### src/rtl/vfx_pkg.sv
package vfx_pkg;
  localparam int unsigned WORD_W  = 32;  // input word width
  localparam int unsigned WIN_W   = 24;  // data window, low end of the word
  localparam int unsigned LEN_W   = 4;   // width of the length field
  localparam int unsigned LEN_LSB = 24;  // length field position
  localparam int unsigned RES_W   = 16;  // signed result width
endpackage

### src/rtl/vfx_rst_sync.sv
module vfx_rst_sync #(
  parameter int unsigned STAGES = 2
) (
  input  logic clk,
  input  logic rst_n,
  output logic rst_core_n
);
  logic [STAGES-1:0] chain_q;

  always_ff @(posedge clk or negedge rst_n) begin
    if (!rst_n) chain_q <= '0;
    else        chain_q <= {chain_q[STAGES-2:0], 1'b1};
  end

  assign rst_core_n = chain_q[STAGES-1];
endmodule

### src/rtl/vfx_field_pick.sv
// Keeps the top `len` bits of the window, right-aligned.
module vfx_field_pick #(
  parameter int unsigned WIN_W = 24,
  parameter int unsigned LEN_W = 4,
  parameter int unsigned FLD_W = (1 << LEN_W) - 1
) (
  input  logic [WIN_W-1:0] window,
  input  logic [LEN_W-1:0] len,
  output logic [FLD_W-1:0] field
);
  localparam int unsigned SH_W = $clog2(WIN_W + 1);
  localparam logic [SH_W-1:0] WIN_L = SH_W'(WIN_W);

  logic [SH_W-1:0]  shamt;
  logic [WIN_W-1:0] shifted;

  always_comb begin
    shamt   = WIN_L - SH_W'(len);
    shifted = window >> shamt;   // logical shift on a fixed-width vector
    field   = FLD_W'(shifted);
  end
endmodule

### src/rtl/vfx_sign_map.sv
// Lower-half codes become negative by adding (-1 <<< len) + 1.
module vfx_sign_map #(
  parameter int unsigned LEN_W = 4,
  parameter int unsigned FLD_W = (1 << LEN_W) - 1,
  parameter int unsigned RES_W = 16
) (
  input  logic [FLD_W-1:0]        field,
  input  logic [LEN_W-1:0]        len,
  output logic signed [RES_W-1:0] value
);
  logic [FLD_W:0]          hit;      // hit[k]: len == k
  logic                    code_msb;
  logic signed [RES_W-1:0] ext;
  logic signed [RES_W-1:0] offset;
  logic signed [RES_W-1:0] all_ones;

  for (genvar k = 1; k <= FLD_W; k++) begin : g_msb
    assign hit[k] = (len == LEN_W'(k)) & field[k-1];
  end
  assign hit[0] = 1'b0;

  always_comb begin
    code_msb = |hit;
    all_ones = '1;
    offset   = (all_ones <<< len) + RES_W'(1);  // arithmetic shift, typed vector
    ext      = $signed(RES_W'(field));
    if (len == '0)    value = '0;
    else if (code_msb) value = ext;
    else               value = ext + offset;
  end
endmodule

### src/rtl/vfx_unit.sv
module vfx_unit
  import vfx_pkg::*;
#(
  parameter int unsigned P_WORD_W  = WORD_W,
  parameter int unsigned P_WIN_W   = WIN_W,
  parameter int unsigned P_LEN_W   = LEN_W,
  parameter int unsigned P_LEN_LSB = LEN_LSB,
  parameter int unsigned P_RES_W   = RES_W
) (
  input  logic                clk,
  input  logic                rst_n,
  input  logic                in_valid,
  input  logic [P_WORD_W-1:0] in_word,
  output logic                out_valid,
  output logic [P_RES_W-1:0]  out_value
);
  localparam int unsigned FLD_W = (1 << P_LEN_W) - 1;

  logic                      rst_core_n;
  logic [P_LEN_W-1:0]        len;
  logic [P_WIN_W-1:0]        window;
  logic [FLD_W-1:0]          field;
  logic signed [P_RES_W-1:0] mapped;
  logic                      vld_d, vld_q;
  logic [P_RES_W-1:0]        val_d, val_q;

  vfx_rst_sync #(.STAGES(2)) u_rst (
    .clk(clk), .rst_n(rst_n), .rst_core_n(rst_core_n)
  );

  assign len    = in_word[P_LEN_LSB +: P_LEN_W];
  assign window = in_word[P_WIN_W-1:0];

  vfx_field_pick #(.WIN_W(P_WIN_W), .LEN_W(P_LEN_W), .FLD_W(FLD_W)) u_pick (
    .window(window), .len(len), .field(field)
  );

  vfx_sign_map #(.LEN_W(P_LEN_W), .FLD_W(FLD_W), .RES_W(P_RES_W)) u_map (
    .field(field), .len(len), .value(mapped)
  );

  // next state
  always_comb begin
    vld_d = in_valid;
    val_d = val_q;
    if (in_valid) val_d = mapped;
  end

  // registers
  always_ff @(posedge clk or negedge rst_core_n) begin
    if (!rst_core_n) begin
      vld_q <= 1'b0;
      val_q <= '0;
    end else begin
      vld_q <= vld_d;
      if (in_valid) val_q <= val_d;
    end
  end

  assign out_valid = vld_q;
  assign out_value = val_q;

  // a strobe produces exactly one valid cycle
  a_r8_valid_follows: assert property (@(posedge clk) disable iff (!rst_core_n)
    in_valid |=> out_valid);
  a_r8_no_spurious: assert property (@(posedge clk) disable iff (!rst_core_n)
    !in_valid |=> !out_valid);
  // no strobe, no change
  a_r9_hold: assert property (@(posedge clk) disable iff (!rst_core_n)
    !in_valid |=> $stable(out_value));
  // zero length gives zero
  a_r5_zero_len: assert property (@(posedge clk) disable iff (!rst_core_n)
    (in_valid && in_word[P_LEN_LSB +: P_LEN_W] == '0) |=> (out_value == '0));
  // sign of result is the inverse of window bit 23 when length > 0
  a_r4_sign: assert property (@(posedge clk) disable iff (!rst_core_n)
    (in_valid && in_word[P_LEN_LSB +: P_LEN_W] != '0)
      |=> (out_value[P_RES_W-1] == !$past(in_word[P_WIN_W-1])));
  // nonzero length never yields zero
  a_r3_nonzero: assert property (@(posedge clk) disable iff (!rst_core_n)
    (in_valid && in_word[P_LEN_LSB +: P_LEN_W] != '0) |=> (out_value != '0));
endmodule

### config.mk
export PLATFORM = sky130hd
export DESIGN_NAME = vfx_unit
export DESIGN_NICKNAME = d
export VERILOG_FILES = /design/src/rtl/vfx_pkg.sv /design/src/rtl/vfx_rst_sync.sv /design/src/rtl/vfx_field_pick.sv /design/src/rtl/vfx_sign_map.sv /design/src/rtl/vfx_unit.sv
export SDC_FILE = /design/constraint.sdc
export NUM_CORES = 1
export LEC_CHECK = 0
export BUFFER_PORTS_ARGS = -buffer_cell sky130_fd_sc_hd__buf_2
export CAP_MARGIN = 20
export CORE_ASPECT_RATIO = 0.6
export CORE_MARGIN = 2
export CORE_UTILIZATION = 35
export CTS_CLUSTER_DIAMETER = 40
export CTS_CLUSTER_SIZE = 40
export DETAILED_ROUTE_END_ITERATION = 6
export PLACE_DENSITY = 0.61
export SLEW_MARGIN = 30
export SYNTH_ARGS = -nofsm -noshare
export SYNTH_HDL_FRONTEND = slang
export SYNTH_SLANG_ARGS = --single-unit
### constraint.sdc
create_clock -name clk -period 1.5 [get_ports clk]
set_input_delay 0.3 -clock clk [delete_from_list [all_inputs] [get_ports clk]]
set_output_delay 0.3 -clock clk [all_outputs]
set_load 0.01 [all_outputs]
Word-level counts from Yosys, hierarchy flattened. Index checks and enable logic that the tools add are counted.

Register bits after elaboration: 19. Output and inout bits: 17. Word-level logic and storage cells: 42.

Add/sub/neg operators: 3. Equal/unequal tests: 15. Shift-type cells: 2. Multiplexer cells: 2. Bitwise logic cells: 15. Reduce and logical (&&, ||, !) cells: 2.

Operators with widths (number): $eq 4x4->1 const B (8); $mux 16 (2); $shr 24x5->15 (1); $add 16x16->16 (1); $add 16x2->16 const B (1); $eq 4x3->1 const B (4); $sshl 1x4->16 const A (1); $and 1x1->1 (15); $reduce_or 15->1 (1); $eq 4x2->1 const B (2); $sub 5x4->5 const A (1); $eq 4x1->1 const B (1); $logic_not 4->1 (1).

Depth between registers and ports, before layout.
Depth after elaboration: 6. Mapped depth: 23. Mapped depth without buffers: 18.

Cells and area by module. A second synthesis with hierarchy kept.

Cell total of the unflattened synthesis: 374. Area, all modules: 3083.0 um^2.

By module, submodules not included: vfx_sign_map (instances 1, cells each 177, area each 1207.4 um^2); vfx_field_pick (instances 1, cells each 159, area each 1147.4 um^2); vfx_unit (instances 1, cells each 35, area each 674.4 um^2); vfx_rst_sync (instances 1, cells each 3, area each 53.8 um^2).

Worst setup path before layout. No wires, ideal clock.

Kind: input port to flip-flop. From: input port in_word[24]. To: register val_q[14] (netlist: out_value[14]). Library setup time: 77 ps. Arrival time: 4282 ps. Slack: -2858 ps. Stages: 22. Buffers on the path: 4. Cell sequence: buf_6 buf_6 inv_2 ha_1 ha_1 clkbuf_1 clkbuf_1 a211oi_1 a211oi_1 a211oi_1 a211oi_1 a21oi_1 ha_1 fa_1 nor2b_1 o31ai_1 a21oi_1 a211oi_1 o31ai_1 a21oi_1 xor2_1 o21ai_1.

Cells in the longest elaborated chain, start to end: 6. Elaborated cells between the ends (all ways): 39. Those cells by class: add/sub: 3; eq/ne: 15; shift: 2; mux: 2; bitwise: 15; reduce/logical: 2.

RTL lines: from (decl) (RTL line vfx_unit.sv:13) `input logic [P_WORD_W-1:0] in_word,`; branches (longest 5 deep; another with $add 16x16->16); $mux 16 (*) (RTL line vfx_sign_map.sv:27) `if (len == '0) value = '0;`; to (signal assigned) (RTL line vfx_unit.sv:56) `if (in_valid) val_q <= val_d;`; to (decl) (RTL line vfx_unit.sv:25) `logic [P_RES_W-1:0] val_d, val_q;`.

Every way passes the cells marked *. A chain may end at the register's enable or synchronous reset.

Worst setup path in the final report.
From: input port in_word[24]. To: register val_q[15] (netlist: out_value[15]).

The elaborated chain is that of the path after synthesis.

==> impl_metrics.yaml <==
floorplanning:
  core_area_sq_mm: 0.00859
  die_h_microns: 77.2
  start_util: 0.363
  die_w_microns: 126
  die_area_sq_mm: 0.00972
  io_pins: 52
  std_cell_rows: 26
grt:
  antenna_found_initial: 0
  grt_max_degree: 24
  grt_pass1_vias: 3766
  grt_overflow: 0
  grt_pass1_wl_microns: 20300
  track_usage: 0.262
synthesis:
  yosysWarnings: 0
  syn_nets: 408
  syn_area_per_cell_sq_um: 8.94
  ys_seq_area_frac: 0.152
  ys.flop_type: "dfrtp_1"
  synth_edf_count: 0
  syn-cell-area_sq_mm: 0.00312
  ys_ff_latch: 19
  synth_cells: 349
  synth_cell_types: 66
  ys_async_sr_fraction: 1.00
final_layout:
  fill_cells: 776
  layout_commonest_cell: "buf_4"
  multiInputGateArea_sq_mm: 0.00291
  syn2layout_area_growth_pct: 65.4
  final_area_sq_mm: 0.00516
  final_cell_mix: "buf_4, buf_2, nand2_1"
  regArea_sq_um: 475
  drive_gt1_frac: 0.571
  final_cell_count_no_fill: 646
  diodes: 0
  nNetsFinal: 594
  post-route-util: 0.601
sta:
  min_period_ns: 3.55
  hold_viol: 0
  fin_tns_setup_ns: -30.37
  fin_skew_ns: 0.000852
  worstMarginPinSlew_ns: 0.677
  max_slew_margin: 0.549
  fin_ws_ns: -2.05
  finalMaxSlewViolations: 0
  setup_viol_count_final: 16
  fmax_ghz: 0.282
  fin_crit_sh: 2.37
  rsz0062_at_grt: "true"
  hold_slack_ns: 0.187
detailed_routing:
  via_per_inst: 5.79
  drc: 0
  wl_met3_microns: 1320
  num_vias: 3738
  first_pass_iters: 5
  dr_wl_met2_microns: 5250
  highest_layer: "met4"
  routed_wl_microns: 12700
  avgRoutedWirePerCell_microns: 19.7
  postRouteAntennaNets: 0
  drtIter0Drc: 370
  wl_met1_microns: 6110
min_path:
  holdCritStartpoint: "in_valid"
  hp-class: "in2reg"
  hold_depth: 1
  min_to: "out_valid"
setup_path:
  reg2reg_from: "out_value[9]"
  r2r_setup_slack_ns: 0.71
  startpoint: "in_word[24]"
  worstSetupEndpointType: "flop"
  cp_max_fo: 6
  critical_path_class: "in2reg"
  crit_path_start_kind: "primary input"
  cp.required_ns: 1.63
  reg2reg_depth: 2
  arrival_ns: 3.68
  r2r_end: "out_value[9]"
pwr:
  total_power_mw: 4.07
  p_leak_nw: 2.30
  pwr_density_cell_mw_per_mm2: 788
  peakVddDrop_mv: 0.608
place:
  post-place-cells: 623
  place_hpwl_microns: 10000
  post_dp_cell_area_sq_mm: 0.00455
  gp_congestion: 1.04
  pre_cts_slack_ns: -2.57
  port_buffers: 47
clock_tree:
  cts_made_buffers: 3
  clk_latency_ns: 0.25
  htreeDepth: 1
  cts_tree: "built"
  cts.sinks: 19
  path_clk_slew_ns: 0.05
  cts-root-buf: "clkbuf_16"
  clockBufferDepth: 2
flow_run:
  maxCapViolCount: 0
status:
  violations: "setup timing"
  status: "finished, violations left"
[cells by family after synthesis]
kind of cell / share of synthesized area
compound gates: 0.236
simple gates: 0.161
mux: 0.265
buf+inv: 0.0549
fa+ha+maj: 0.0986
flops: 0.152
xor+xnor: 0.0309
other cells: 0.00120
[flip-flops by register name, summed over array words and instances (netlist names)]
signal	flops
out_valid	1
out_value	16
u_rst.chain_q	2
[worst max-delay path by stage]
stage                          to  cells past startpoint
floorplan           out_value[14]                     20
global placement    out_value[14]                     18
detailed placement  out_value[14]                     20
CTS                 out_value[15]                     17
global route        out_value[15]                     17
finish              out_value[15]                     17
[worst max-delay path, stage by stage]
cell	delay, ns
buf_8	0.09
inv_8	0.03
ha_4	0.33
buf_6	0.15
mux2_4	0.30
mux4_2	0.52
nand3_2	0.11
o211a_4	0.18
inv_4	0.05
ha_4	0.25
nor2b_4	0.17
o31ai_4	0.08
a211oi_2	0.30
nor3_2	0.10
o41a_1	0.35
nand3b_1	0.17
a32o_1	0.22
[cell type report]
class,count,area share
clock inverter,1,0.000969
sequential,19,0.0921
clock buffer,3,0.0145
timing repair buffer,203,0.289
inverter,13,0.0126
tap,112,0.0271
multi-input combinational,295,0.563
[cell usage after synthesis (4+ instances only)]
cell / n / share of area
nor2b_1: 5 / 0.010
nand3_1: 13 / 0.021
a32o_1: 5 / 0.016
a22oi_1: 5 / 0.012
o21ai_0: 12 / 0.019
and2_1: 4 / 0.0080
nand2_1: 27 / 0.032
buf_2: 5 / 0.0080
clkbuf_1: 10 / 0.012
inv_1: 10 / 0.012
nor3_1: 8 / 0.013
xnor2_1: 7 / 0.020
ha_1: 23 / 0.092
a31oi_1: 4 / 0.0080
mux2i_1: 34 / 0.11
a21oi_1: 14 / 0.022
o21ai_1: 5 / 0.0080
xor2_1: 4 / 0.011
or3_1: 5 / 0.010
nand2b_1: 4 / 0.0080
a211oi_1: 11 / 0.026
o31ai_1: 7 / 0.017
mux4_2: 18 / 0.13
mux2_2: 4 / 0.014
buf_6: 4 / 0.014
dfrtp_1: 19 / 0.15
nor2_1: 20 / 0.024
o2bb2ai_1: 8 / 0.022
o22ai_1: 4 / 0.0080
[per-layer routing]
layer,GRT usage,up-vias
met5,0,-
met4,0.0264,0
met3,0.0886,8
met2,0.368,163
met1,0.397,1839
li1,-,1728
[power breakdown]
group / internal, mW / switching, mW / total, mW
clock: 0.357 / 0.182 / 0.539
combinational: 1.48 / 1.35 / 2.83
sequential: 0.631 / 0.0685 / 0.699
total: 2.47 / 1.60 / 4.07
[repair_timing]
item	CTS	global route
setup endpoints to repair	16	16
hold endpoints to repair	2	0
pin swaps	28	20
gates resized for setup	49	32
gates cloned	1	0
hold buffers	1	0
buffers inserted	16	4
Power figures use the tool's default switching activity.
